## config.mk

```make
export PLATFORM = sky130hd
export DESIGN_NAME = bitslice_alu
export DESIGN_NICKNAME = d
export VERILOG_FILES = /design/src/rtl/alu_pkg.sv /design/src/rtl/alu_slice.sv /design/src/rtl/alu_control.sv /design/src/rtl/alu_datapath.sv /design/src/rtl/bitslice_alu.sv
export SDC_FILE = /design/constraint.sdc
export NUM_CORES = 1
export LEC_CHECK = 0
export ABC_CLOCK_PERIOD_IN_PS = 2600
export BUFFER_PORTS_ARGS = -buffer_cell sky130_fd_sc_hd__clkbuf_2
export CELL_PAD_IN_SITES_DETAIL_PLACEMENT = 1
export CELL_PAD_IN_SITES_GLOBAL_PLACEMENT = 1
export CORE_UTILIZATION = 31
export CTS_BUF_LIST = sky130_fd_sc_hd__clkbuf_8
export DETAILED_ROUTE_END_ITERATION = 8
export GPL_TIMING_DRIVEN = 0
export PLACE_DENSITY = 0.76
export SLEW_MARGIN = 20
export SYNTH_ARGS = -nofsm -noshare
export SYNTH_HDL_FRONTEND = slang
export SYNTH_SLANG_ARGS = --single-unit
```

## constraint.sdc

```tcl
create_clock -name clk -period 2.6 [get_ports clk]
set_input_delay 0.52 -clock clk [delete_from_list [all_inputs] [get_ports clk]]
set_output_delay 0.52 -clock clk [all_outputs]
set_load 0.05 [all_outputs]
```

## src/rtl/alu_pkg.sv

```systemverilog
package alu_pkg;

  typedef enum logic [1:0] {
    FN_OR  = 2'b00,
    FN_AND = 2'b01,
    FN_ADD = 2'b10,
    FN_SUB = 2'b11
  } aluFunc_e;

  // Strobes from the decoder to the datapath
  typedef struct packed {
    logic       invertB;   // complement every B bit ahead of the adder
    logic       carryIn0;  // carry into the lowest slice
    logic       arith;     // adder result is selected, overflow meaningful
    logic       lessEn;    // set-less-than is meaningful
    logic [1:0] muxSel;    // per-slice 4:1 output select
  } aluStrobes_t;

endpackage

```

## src/rtl/alu_slice.sv

```systemverilog
module alu_slice
  import alu_pkg::*;
(
  input  logic       aBit,
  input  logic       bBit,
  input  logic       invertB,
  input  logic       carryIn,
  input  logic [1:0] muxSel,
  output logic       resBit,
  output logic       carryOut
);

  logic bEff;
  logic sumBit;

  always_comb begin
    bEff     = bBit ^ invertB;
    sumBit   = aBit ^ bEff ^ carryIn;
    carryOut = (aBit & bEff) | (aBit & carryIn) | (bEff & carryIn);
    case (muxSel)
      FN_OR:   resBit = aBit | bBit;
      FN_AND:  resBit = aBit & bBit;
      FN_ADD:  resBit = sumBit;
      default: resBit = sumBit;
    endcase
  end

endmodule

```

## src/rtl/alu_control.sv

```systemverilog
module alu_control
  import alu_pkg::*;
(
  input  logic [1:0]  funcSel,
  output aluStrobes_t strobes
);

  always_comb begin
    strobes          = '0;
    strobes.muxSel   = funcSel;
    strobes.arith    = funcSel[1];
    strobes.invertB  = (funcSel == FN_SUB);
    strobes.carryIn0 = (funcSel == FN_SUB);
    strobes.lessEn   = (funcSel == FN_SUB);
  end

endmodule

```

## src/rtl/alu_datapath.sv

```systemverilog
module alu_datapath
  import alu_pkg::*;
#(
  parameter int WIDTH = 4
) (
  input  logic [WIDTH-1:0] opA,
  input  logic [WIDTH-1:0] opB,
  input  aluStrobes_t      strobes,
  output logic [WIDTH-1:0] resD,
  output logic             zeroD,
  output logic             negD,
  output logic             ovfD,
  output logic             lessD
);

  localparam int MSB = WIDTH - 1;

  logic [WIDTH:0] carry;
  logic           msbCarryMismatch;

  assign carry[0] = strobes.carryIn0;

  generate
    for (genvar i = 0; i < WIDTH; i++) begin : g_slice
      alu_slice u_slice (
        .aBit     (opA[i]),
        .bBit     (opB[i]),
        .invertB  (strobes.invertB),
        .carryIn  (carry[i]),
        .muxSel   (strobes.muxSel),
        .resBit   (resD[i]),
        .carryOut (carry[i+1])
      );
    end
  endgenerate

  always_comb begin
    msbCarryMismatch = carry[WIDTH] ^ carry[MSB];
    zeroD = ~|resD;
    negD  = resD[MSB];
    ovfD  = strobes.arith & msbCarryMismatch;
    // sign of the difference, flipped back when it overflowed
    lessD = strobes.lessEn & (resD[MSB] ^ msbCarryMismatch);
  end

endmodule

```

## src/rtl/bitslice_alu.sv

```systemverilog
module bitslice_alu
  import alu_pkg::*;
#(
  parameter int WIDTH = 4
) (
  input  logic             clk,
  input  logic             rstN,
  input  logic [WIDTH-1:0] opA,
  input  logic [WIDTH-1:0] opB,
  input  logic [1:0]       funcSel,
  output logic [WIDTH-1:0] result,
  output logic             zero,
  output logic             negative,
  output logic             overflow,
  output logic             setLess
);

  localparam int MSB = WIDTH - 1;

  aluStrobes_t      strobes;
  logic [WIDTH-1:0] resD;
  logic             zeroD, negD, ovfD, lessD;

  alu_control u_control (
    .funcSel (funcSel),
    .strobes (strobes)
  );

  alu_datapath #(.WIDTH(WIDTH)) u_datapath (
    .opA     (opA),
    .opB     (opB),
    .strobes (strobes),
    .resD    (resD),
    .zeroD   (zeroD),
    .negD    (negD),
    .ovfD    (ovfD),
    .lessD   (lessD)
  );

  always_ff @(posedge clk) begin
    if (!rstN) begin
      result   <= '0;
      zero     <= 1'b0;
      negative <= 1'b0;
      overflow <= 1'b0;
      setLess  <= 1'b0;
    end else begin
      result   <= resD;
      zero     <= zeroD;
      negative <= negD;
      overflow <= ovfD;
      setLess  <= lessD;
    end
  end


  logic_no_ovf_chk: assert property (@(posedge clk) disable iff (!rstN)
    ($past(rstN) && !$past(funcSel[1])) |-> !overflow);


  less_only_sub_chk: assert property (@(posedge clk) disable iff (!rstN)
    ($past(rstN) && setLess) |-> ($past(funcSel) == FN_SUB));


  zero_flag_chk: assert property (@(posedge clk) disable iff (!rstN)
    zero |-> (result == '0));


  add_identity_chk: assert property (@(posedge clk) disable iff (!rstN)
    ($past(rstN) && $past(funcSel) == FN_ADD && $past(opB) == '0)
      |-> (result == $past(opA) && !overflow));


  or_ones_chk: assert property (@(posedge clk) disable iff (!rstN)
    ($past(rstN) && $past(funcSel) == FN_OR && $past(opB) == '1)
      |-> (result == '1 && negative && !zero));


  sub_self_chk: assert property (@(posedge clk) disable iff (!rstN)
    ($past(rstN) && $past(funcSel) == FN_SUB && $past(opA) == $past(opB))
      |-> (zero && !setLess && !overflow && !result[MSB]));

endmodule

```

# After elaboration in Yosys (flattened, before gate mapping)
# Cells that the tools add are included.
# totals
out_inout_bits	8
input_bits	12
wordCells	58
reg_bits	8
# classes
bitwise_logic	44
reduce_logical	3
eq_ne	2
mux	4
# ops
operator	count
bitwise AND 1 bit	18
bitwise XOR 1 bit	14
OR 1 bit	12
one-hot mux 1 bit (2 select lines)	4
OR reduction 4 bit	1
== test 2 x 1 -> 1 bit (second input constant)	1
== test 2 bit (second input constant)	1
zero test 2 bit	1
zero test 1 bit	1

# Logic depth before layout (Yosys ltp)
# Gate-level depths: netlist of run 1.
# logic_depth
depth_word	17
depth_mapped	9
depth_no_buf	8

# Modules after synthesis
# Synthesis of run 1 repeated with hierarchy kept, for this count alone.
# unflattened
cells_unflattened	65
hier_area_um2	564.3
# by_module_without_submodules
module	instances	cells_per_inst	seq_area_each_um2	area_per_inst_um2
alu_slice	4	9	0.0	65.1
bitslice_alu	1	16	160.2	210.2
alu_datapath	1	7	0.0	50.0
alu_control	1	6	0.0	43.8

# Worst setup path after synthesis of run 1
# OpenSTA, ideal clock, no wires.
# synth_timing
path_kind	in2reg
start	input funcSel[1]
end	register setLess
setup_ps	72
path_slack_ps	59
required_ps	2528
t_arrival_ps	2469
path_buffers	1
path_stages	9
cell_sequence	buf_6 nand2_1 xnor2_1 fa_1 fa_1 xor2_1 o2bb2ai_1 or3_1 mux2i_1
# synth_via
elab_chain_len	17
elab_cells_between_ends	33
cone_classes	eq/ne: 2; mux: 1; bitwise: 29; reduce/logical: 1
# synth_rtl
item	line	text
start, declared	bitslice_alu.sv:10	input logic [1:0] funcSel,
== test 2 bit	alu_control.sv:12, alu_control.sv:13, alu_control.sv:14	
bitwise XOR 1 bit	alu_slice.sv:17	bEff = bBit ^ invertB;
bitwise AND 1 bit	alu_slice.sv:19	carryOut = (aBit & bEff) | (aBit & carryIn) | (bEff & carryIn);
OR 1 bit (2 in a row)	alu_slice.sv:19	
bitwise AND 1 bit	alu_slice.sv:19	
OR 1 bit (2 in a row)	alu_slice.sv:19	
bitwise AND 1 bit	alu_slice.sv:19	
OR 1 bit (2 in a row)	alu_slice.sv:19	
bitwise AND 1 bit	alu_slice.sv:19	
OR 1 bit (2 in a row)	alu_slice.sv:19	
bitwise XOR 1 bit	alu_datapath.sv:38	msbCarryMismatch = carry[WIDTH] ^ carry[MSB];
bitwise XOR 1 bit	alu_datapath.sv:43	lessD = strobes.lessEn & (resD[MSB] ^ msbCarryMismatch);
bitwise AND 1 bit *	alu_datapath.sv:43	
end signal, assigned	bitslice_alu.sv:52	setLess <= lessD;
end, declared	bitslice_alu.sv:15	output logic setLess
# Every way passes the cells marked *; elsewhere a longest branch is shown, timed or not.
# A chain may end at the register's enable or synchronous reset.

# Final worst setup path of run 1
# layout_timing
start	input funcSel[0]
end	register setLess
# The elaborated chain is that of the path after synthesis.

==> results of run 1 <==
==> Yosys cell counts (all sizes together) (2+ instances only) <==
| cell | n |
|---|---|
| fa | 2 |
| ha | 3 |
| and2 | 3 |
| nand2 | 4 |
| buf | 2 |
| mux2 | 2 |
| dfxtp | 7 |
| nor2 | 3 |
| inv | 5 |
| xnor2 | 3 |
| maj3 | 2 |
==> worst paths after layout <==
check                             end  slack (ns)  cells past startpoint
setup / recovery   setLess$_SDFF_PN0_        0.18                      9
hold / removal    overflow$_SDFF_PN0_        0.58                      2
==> registers in the layout (all words and copies together) (netlist names) <==
signal and flops:
result 4, setLess 1, overflow 1, zero 1
==> cells by family after synthesis <==
logic type	Yosys count	synth area share, %
AOI/OAI and AO/OA	8	11.6
and+or+nand+nor	14	16.3
buffers and inverters	7	7.87
muxes	3	6.82
adders and majority gates	7	20.7
DFF	7	29.4
xor gates and xnor gates	4	7.35
==> routing by layer <==
layer	global-route usage, %	vias to the layer above	wire [um]
li1	-	212	-
met1	16.6	197	389
met2	28.5	21	466
met3	1.63	2	73
met4	12.1	0	25
met5	0	-	0
==> report_power, final <==
group	switching, mW	internal [mW]	leakage (nW)
Clock	0.0453	0.102	0.0269
Sequential	0.00261	0.118	0.0577
Combinational	0.0845	0.0480	0.224
Total	0.132	0.267	0.309
==> area by class of cell <==
type | count | area, um2
timing repair buffer | 18 | 90.1
fill | 183 | 731
tap | 15 | 18.8
sequential | 7 | 140
clock inverter | 1 | 3.75
clock buffer | 3 | 41.3
multi-input combinational | 36 | 304
buffer | 2 | 18.8
inverter | 5 | 18.8
==> per-stage QoR <==
stage / utilization, % / hold slack, ns / instance area, um2 / total power, mW
floorplan: - / 0.642 / 477 / 0.220
global placement: 42.9 / 0.805 / 586 / 0.252
detailed placement: 42.9 / 0.812 / 586 / 0.256
CTS: 46.2 / 0.572 / 631 / 0.407
global route: 46.5 / 0.602 / 636 / 0.430
finish: 46.5 / 0.577 / 636 / 0.400
==> what timing repair did <==
action / CTS / global route
gates resized for setup: 0 / 2
hold endpoints to repair: 0 / 0
setup endpoints to repair: 0 / 1
==> cell usage in the layout, fill, tap and decap left out, types with 2 or more instances in the layout <==
master,instances
nor2_1,3
nand2_1,3
inv_1,5
clkbuf_8,3
dfxtp_1,7
mux2_2,2
xnor2_1,3
clkbuf_2,18
ha_1,3
and2_1,2
==> results.sh, run 1 <==
export IMPL_status="completed"
export IMPL_nNetsFinal=90
export IMPL_yosys_area_top_type="dfxtp_1"
export IMPL_hpwl_um=833
export IMPL_syn_to_final_growth_pct=33.3
export IMPL_die_h_um=41.2
export IMPL_overflow=0
export IMPL_antenna_found_initial=0
export IMPL_drive_gt1_share_pct=43.1
export IMPL_avgRoutedWirePerCell_um=11.0
export IMPL_htree_levels=1
export IMPL_cts_buffer_depth=2
export IMPL_ir_worst_vdd_v=0.000184
export IMPL_crit_path_start_kind="primary input"
export IMPL_portBuffers=18
export IMPL_clkTransAtPathRegs_ns=0.04
export IMPL_worstSetupStartpoint="funcSel[0]"
export IMPL_ys_warn_count=0
export IMPL_synth_seq_cells=7
export IMPL_cp_max_fo=6
export IMPL_p_leak_nw=0.309
export IMPL_finalCriticalPeriod_ns=2.42
export IMPL_path_cells="clkbuf_2 > nand2_2 > xnor2_1 > fa_1 > fa_2 > xor2_1 > o2bb2ai_1 > or3_1 > mux2i_1"
export IMPL_drt_pre_antenna_iters=2
export IMPL_wl_um=955
export IMPL_placementRows=13
export IMPL_grt_setup_unrepaired="false"
export IMPL_finalSetupTns_ns=0
export IMPL_setup_viol=0
export IMPL_syn_area_per_cell_um2=9.53
export IMPL_path_buf_inv=1
export IMPL_ios=20
export IMPL_cts_sinks=7
export IMPL_first_iter_violations=2
export IMPL_slowest_delay_ns=0.42
export IMPL_power_density_mw_per_mm2=629
export IMPL_synth_top_cell_area_share_pct=29.4
export IMPL_synth_edff_count=0
export IMPL_viasPerCell=4.97
export IMPL_ys_seq_area_share_pct=29.4
export IMPL_dp_cells=83
export IMPL_finalMaxSlewViolations=0
export IMPL_holdBufCountCts=0
export IMPL_grt_pass1_vias=429
export IMPL_hp_class="primary input to flop"
export IMPL_hold_viol=0
export IMPL_grt_max_degree=11
export IMPL_worstHoldStart="funcSel[1]"
export IMPL_drcViolationCount=0
export IMPL_via_count=432
export IMPL_clock_root_buffer="clkbuf_8"
export IMPL_cp_arrival_ns=2.58
export IMPL_core_area_mm2=0.00137
export IMPL_cts_buffers=3
export IMPL_start_util_pct=34.9
export IMPL_crit_required_ns=2.76
export IMPL_gp_congestion=0.755
export IMPL_grt_first_pass_wirelength_mm=1.73
export IMPL_synth_area_um2=477
export IMPL_die_area_mm2=0.00170
export IMPL_cts_tree="built"
export IMPL_critPathKind="primary input to flop"
export IMPL_synth_fp_nets=67
export IMPL_cts_setup_buffers=0
export IMPL_relSlewSlack_pct=81.4
export IMPL_worst_slew_pin_slew_ns=0.280
export IMPL_ys_dominant_reg_cell="dfxtp_1"
export IMPL_antenna_cells=0
export IMPL_yosysUniqueCellTypes=29
export IMPL_cp_end_kind="flop"
export IMPL_cpMaxStageDelayCell="fa_1"
export IMPL_fmax_mhz=413
export IMPL_syn_inst=50
export IMPL_maxCapViolCount=0
export IMPL_place_ws_ns=-0.228
export IMPL_ant_nets=0
export IMPL_grtUsageTotal_pct=15.9
export IMPL_die_w_um=41.2
export IMPL_netlist_top_cells_area="dfxtp_1 29%, fa_1 8.4%, ha_1 7.9%"
export IMPL_synthArstFlopShare_pct=0
export IMPL_fin_crit_sh_pct=93.2
export IMPL_setup_ws_ns=0.176
export IMPL_cp_top_family="adder cells"
export IMPL_final_cell_count_no_fill=87
Note: power is estimated with default switching activity, not from simulation.
==> run 2: changes to the inputs <==
- CORE_UTILIZATION: 31 -> 32
- SYNTH_HIERARCHICAL: not set -> 1
==> results.sh, run 2 <==
export IMPL_die_area_mm2=0.00194
export IMPL_grt_max_degree=9
export IMPL_setup_ws_ns=-0.660
export IMPL_grt_setup_unrepaired="true"
export IMPL_yosysMostFrequentCell="inv_1"
export IMPL_setup_viol=5
export IMPL_hpwl_um=959
export IMPL_largest_register="result"
export IMPL_dp_cells=100
export IMPL_clkTransAtPathRegs_ns=0.04
export IMPL_crit_path_start_kind="primary input"
export IMPL_drive_gt1_share_pct=58.3
export IMPL_synth_area_mux_share_pct=1.77
export IMPL_hp_class="primary input to flop"
export IMPL_crit_required_ns=2.72
export IMPL_cts_tree="built"
export IMPL_synthAdderAreaFrac_pct=14.2
export IMPL_syn_inst=65
export IMPL_slowest_delay_ns=0.55
export IMPL_drcViolationCount=1
export IMPL_path_cells="buf_6 > and2_4 > buf_6 > xnor2_4 > fa_2 > inv_2 > inv_2 > fa_2 > inv_2 > inv_2 > fa_2 > inv_2 > inv_2 > fa_2 > o22ai_4 > buf_4 > buf_6 > and2_1"
export IMPL_grt_first_pass_wirelength_mm=2.23
export IMPL_finalPower_uw=507
export IMPL_hold_viol=0
export IMPL_drt_pre_antenna_iters=7
export IMPL_cts_sinks=8
export IMPL_synth_top_cell_area_share_pct=28.4
export IMPL_p_leak_nw=0.450
export IMPL_fin_area_um2=886
export IMPL_cpMaxStageDelayCell="fa_2"
export IMPL_final_cell_mix="18 x clkbuf_2, 13 x buf_4, 9 x inv_1"
export IMPL_ys_dominant_reg_cell="dfxtp_1"
export IMPL_synth_seq_cells=8
export IMPL_nNetsFinal=114
export IMPL_via_count=528
export IMPL_power_density_mw_per_mm2=572
export IMPL_htree_levels=1
export IMPL_synth_fp_nets=81
export IMPL_die_w_um=44.0
export IMPL_ios=20
export IMPL_core_area_mm2=0.00158
export IMPL_cp_end_kind="flop"
export IMPL_crit_top_cell="inv_2"
export IMPL_finalSetupTns_ns=-2.89
export IMPL_critPathKind="primary input to flop"
export IMPL_cp_top_family="adder cells"
export IMPL_synth_compound_area_share_pct=15.1
export IMPL_viasPerCell=4.71
export IMPL_ir_worst_vdd_v=0.000237
export IMPL_placed_area_um2=709
export IMPL_grtUsageTotal_pct=15.9
export IMPL_final_common_cell="clkbuf_2"
export IMPL_overflow=0
export IMPL_die_h_um=44.0
export IMPL_whs_ns=0.608
export IMPL_syn_area_per_cell_um2=8.68
export IMPL_start_util_pct=35.8
export IMPL_ys_warn_count=6
export IMPL_path_buf_inv=10
export IMPL_synth_simple_area_share_pct=14.2
export IMPL_portBuffers=19
export IMPL_cts_buffer_depth=2
export IMPL_antenna_found_initial=0
export IMPL_ys_top_cells_by_count="16 x inv_1, 9 x and2_1, 8 x dfxtp_1"
export IMPL_placementRows=14
export IMPL_syn_to_final_growth_pct=57.0
export IMPL_avgRoutedWirePerCell_um=11.7
export IMPL_synthXorXnorAreaFrac_pct=7.76
export IMPL_cts_buffers=3
export IMPL_maxCapViolCount=0
export IMPL_yosys_area_top_type="dfxtp_1"
export IMPL_first_iter_violations=3
export IMPL_finalCriticalPeriod_ns=3.26
export IMPL_fillCellCount=204
export IMPL_grt_pass1_vias=555
export IMPL_cp_max_fo=4
export IMPL_clock_root_buffer="clkbuf_8"
export IMPL_yosysUniqueCellTypes=15
export IMPL_fmax_mhz=307
export IMPL_largest_register_ffs=4
export IMPL_violations="DRC, setup timing"
export IMPL_wl_mm=1.31
export IMPL_finalMaxSlewViolations=0
export IMPL_synth_area_um2=564
export IMPL_gp_congestion=0.714
export IMPL_relSlewSlack_pct=81.5
export IMPL_fin_crit_sh_pct=125
export IMPL_ant_nets=0
export IMPL_synth_top_family_by_area="buffers and inverters"
export IMPL_netlist_top_cells_area="dfxtp_1 28%, fa_1 14%, inv_1 11%"
export IMPL_final_cell_count_no_fill=112
export IMPL_synthArstFlopShare_pct=0
export IMPL_cp_arrival_ns=3.38
export IMPL_antenna_cells=0
export IMPL_worst_slew_pin_slew_ns=0.279
export IMPL_ys_seq_area_share_pct=28.4
export IMPL_synth_edff_count=0
export IMPL_status="finished with violations"
==> run 2: cell count changes after synthesis, sizes merged, moves of 2 or more <==
cell    before  now
a21boi       1    4
and2         3   10
buf          2    6
fa           2    4
ha           3    0
inv          5   16
maj3         2    0
mux2         2    0
nand2        4    1
nor2         3    0
o21bai       1    4
o22ai        1    4
==> run 2: power breakdown <==
| part | switching (mW) | internal [mW] |
|---|---|---|
| Combinational | 0.121 | 0.103 |
| Clock | 0.0445 | 0.0999 |
| Sequential | 0.00281 | 0.136 |
| Total | 0.168 | 0.339 |
==> run 2: final timing paths <==
path | from | endpoint | slack (ns) | cells after the start
min | rstN | setLess$_SDFF_PN0_ | 0.61 | 2
max | funcSel[1] | result[3]$_SDFF_PN0_ | -0.66 | 18
==> run 2: layout make-up <==
| type | count | area, um2 | area share [%] |
|---|---|---|---|
| Buffer | 6 | 52.6 | 5.93 |
| Clock buffer | 3 | 41.3 | 4.66 |
| Inverter | 16 | 62.6 | 7.06 |
| Multi-Input combinational cell | 35 | 380 | 42.9 |
| Sequential cell | 8 | 160 | 18.1 |
| Tap cell | 16 | 20.0 | 2.26 |
| Timing Repair Buffer | 28 | 169 | 19.1 |
==> run 2: per-stage QoR <==
stage | setup WS [ns] | utilization, %
3_3_place_gp | -0.948 | 45.0
6_report | -0.660 | 56.2
5_1_grt | -0.753 | 56.2
2_1_floorplan | -0.734 | -
3_5_place_dp | -0.990 | 45.0
4_1_cts | -0.664 | 54.5
==> run 2: cell families after synthesis <==
group | after synthesis
buffers and inverters | 22
AND/OR/NAND/NOR | 13
AO/OA/AOI/OAI | 12
flip-flops | 8
XOR/XNOR | 5
adder cells (fa/ha/maj) | 4
multiplexers | 1
==> run 2: what timing repair did <==
item,4_1_cts,5_1_grt
gates resized for setup,8,4
setup endpoints to repair,5,6
pin swaps,9,2
buffers inserted,9,2
hold buffers,0,0
==> run 2: layer usage <==
| layer | up-vias | part of all wire [%] | global-route usage (%) |
|---|---|---|---|
| li1 | 257 | - | - |
| met1 | 251 | 37 | 15.9 |
| met2 | 17 | 57 | 30.4 |
| met3 | 3 | 3.4 | 2.50 |
| met4 | 0 | 2.1 | 9.09 |
| met5 | - | 0 | 0 |
==> run 3: changes to the inputs <==
--- a/config.mk
+++ b/config.mk
@@ -13,5 +13,4 @@
 export CTS_BUF_LIST = sky130_fd_sc_hd__clkbuf_8
 export DETAILED_ROUTE_END_ITERATION = 8
-export GPL_TIMING_DRIVEN = 0
 export PLACE_DENSITY = 0.76
 export SLEW_MARGIN = 20
==> constraint.sdc (replaced) <==
create_clock -name clk -period 2.6 [get_ports clk]
set_input_delay 0.52 -clock clk [delete_from_list [all_inputs] [get_ports clk]]
set_output_delay 0.52 -clock clk [all_outputs]
set_load 0.01 [all_outputs]
==> results.sh, run 3 (same netlist as run 2, synthesis figures left out) <==
export IMPL_status="finished with violations"
export IMPL_violations="setup timing"
export IMPL_clock_root_buffer="clkbuf_8"
export IMPL_gp_congestion=0.684
export IMPL_avgRoutedWirePerCell_um=11.6
export IMPL_final_cell_mix="17 x clkbuf_2, 11 x buf_4, 9 x inv_1"
export IMPL_p_leak_nw=0.429
export IMPL_drcViolationCount=0
export IMPL_viasPerCell=4.52
export IMPL_placed_area_um2=728
export IMPL_clkTransAtPathRegs_ns=0.04
export IMPL_hp_class="primary input to flop"
export IMPL_antenna_found_initial=0
export IMPL_largest_register_ffs=4
export IMPL_ir_worst_vdd_v=0.000189
export IMPL_setup_viol=5
export IMPL_critPathKind="primary input to flop"
export IMPL_ant_nets=0
export IMPL_fin_util_pct=52.9
export IMPL_relSlewSlack_pct=83.7
export IMPL_finalMaxSlewViolations=0
export IMPL_grt_pass1_vias=510
export IMPL_fin_crit_sh_pct=121
export IMPL_largest_register="result"
export IMPL_drive_gt1_share_pct=55.9
export IMPL_final_common_cell="clkbuf_2"
export IMPL_whs_ns=0.606
export IMPL_cp_arrival_ns=3.27
export IMPL_wl_mm=1.26
export IMPL_finalCriticalPeriod_ns=3.16
export IMPL_overflow=0
export IMPL_drt_pre_antenna_iters=5
export IMPL_portBuffers=19
export IMPL_via_count=493
export IMPL_holdBufCountCts=0
export IMPL_hpwl_mm=1.01
export IMPL_syn_to_final_growth_pct=47.9
export IMPL_worst_slew_pin_slew_ns=0.245
export IMPL_crit_path_start_kind="primary input"
export IMPL_crit_required_ns=2.71
export IMPL_core_area_mm2=0.00158
export IMPL_cp_end_kind="flop"
export IMPL_die_area_mm2=0.00194
export IMPL_die_w_um=44.0
export IMPL_fmax_mhz=317
export IMPL_antenna_cells=0
export IMPL_grtUsageTotal_pct=14.5
export IMPL_grt_first_pass_wirelength_mm=2.01
export IMPL_htree_levels=1
export IMPL_grt_setup_unrepaired="true"
export IMPL_cts_sinks=8
export IMPL_finalSetupTns_ns=-2.51
export IMPL_cts_buffer_depth=2
export IMPL_hold_viol=0
export IMPL_setup_ws_ns=-0.555
export IMPL_ios=20
export IMPL_fillCellCount=197
export IMPL_nNetsFinal=111
export IMPL_maxCapViolCount=0
export IMPL_start_util_pct=35.8
export IMPL_finalPower_uw=447
export IMPL_die_h_um=44.0
export IMPL_cts_buffers=3
export IMPL_grt_max_degree=10
export IMPL_cp_max_fo=4
export IMPL_placementRows=14
export IMPL_cts_tree="built"
export IMPL_power_density_mw_per_mm2=536
export IMPL_first_iter_violations=2
export IMPL_fin_area_um2=835
## run 3: changes by cell type in the layout (fill, tap and decap cells not counted)
cell      delta
o22ai_1      +1
buf_4        -2
inv_4        -1
xnor2_4      -1
xnor2_2      +1
xor2_2       +1
o22ai_2      -1
xor2_4       -1
inv_2        +1
clkbuf_2     -1
## run 3: metrics by stage
stage / setup slack [ns] / instances
final: -0.555 / 109
after global routing: -0.652 / 109
after CTS: -0.535 / 107
after detailed placement: -0.838 / 103
after global placement: -0.788 / 103
after floorplan: -0.734 / 65
## run 3: final cells by class
| class | instances | area (um2) | share of cell area [%] |
|---|---|---|---|
| Sequential cell | 8 | 160 | 19.2 |
| Timing Repair Buffer | 31 | 201 | 24.1 |
| Inverter | 16 | 60.1 | 7.20 |
| Tap cell | 16 | 20.0 | 2.40 |
| Clock buffer | 3 | 41.3 | 4.95 |
| Multi-Input combinational cell | 35 | 352 | 42.1 |
## run 3: final timing paths
check | start | to | cells after the start
setup / recovery | funcSel[0] | setLess$_SDFF_PN0_ | 17
hold / removal | rstN | result[0]$_SDFF_PN0_ | 2
## run 3: what timing repair did
item	in CTS	in global routing
buffers inserted	1	2
gates cloned	0	0
pin swaps	6	2
gates resized for setup	5	4
endpoints found under the setup margin	5	5
## run 3: critical path, stage by stage
cell      delay (ns)
buf_6           0.09
and2_4          0.16
xnor2_2         0.13
fa_2            0.33
inv_2           0.06
inv_2           0.03
fa_2            0.35
inv_2           0.06
inv_2           0.03
fa_2            0.37
inv_2           0.07
inv_2           0.04
fa_2            0.45
o22ai_4         0.20
nand2b_4        0.16
mux2i_1         0.06
and2_1          0.16
## run 3: layer usage
metal | share of wire (%) | track usage, % | vias up
met1 | 36 | 13.6 | 232
li1 | - | - | 247
met5 | 0 | 0 | -
met4 | 0.63 | 7.27 | 0
met3 | 2.9 | 1.25 | 2
met2 | 60 | 30.1 | 12
## run 3: power by group
group | internal (mW) | switching (mW)
registers | 0.136 | 0.00282
logic | 0.0892 | 0.0761
clock network | 0.0998 | 0.0436
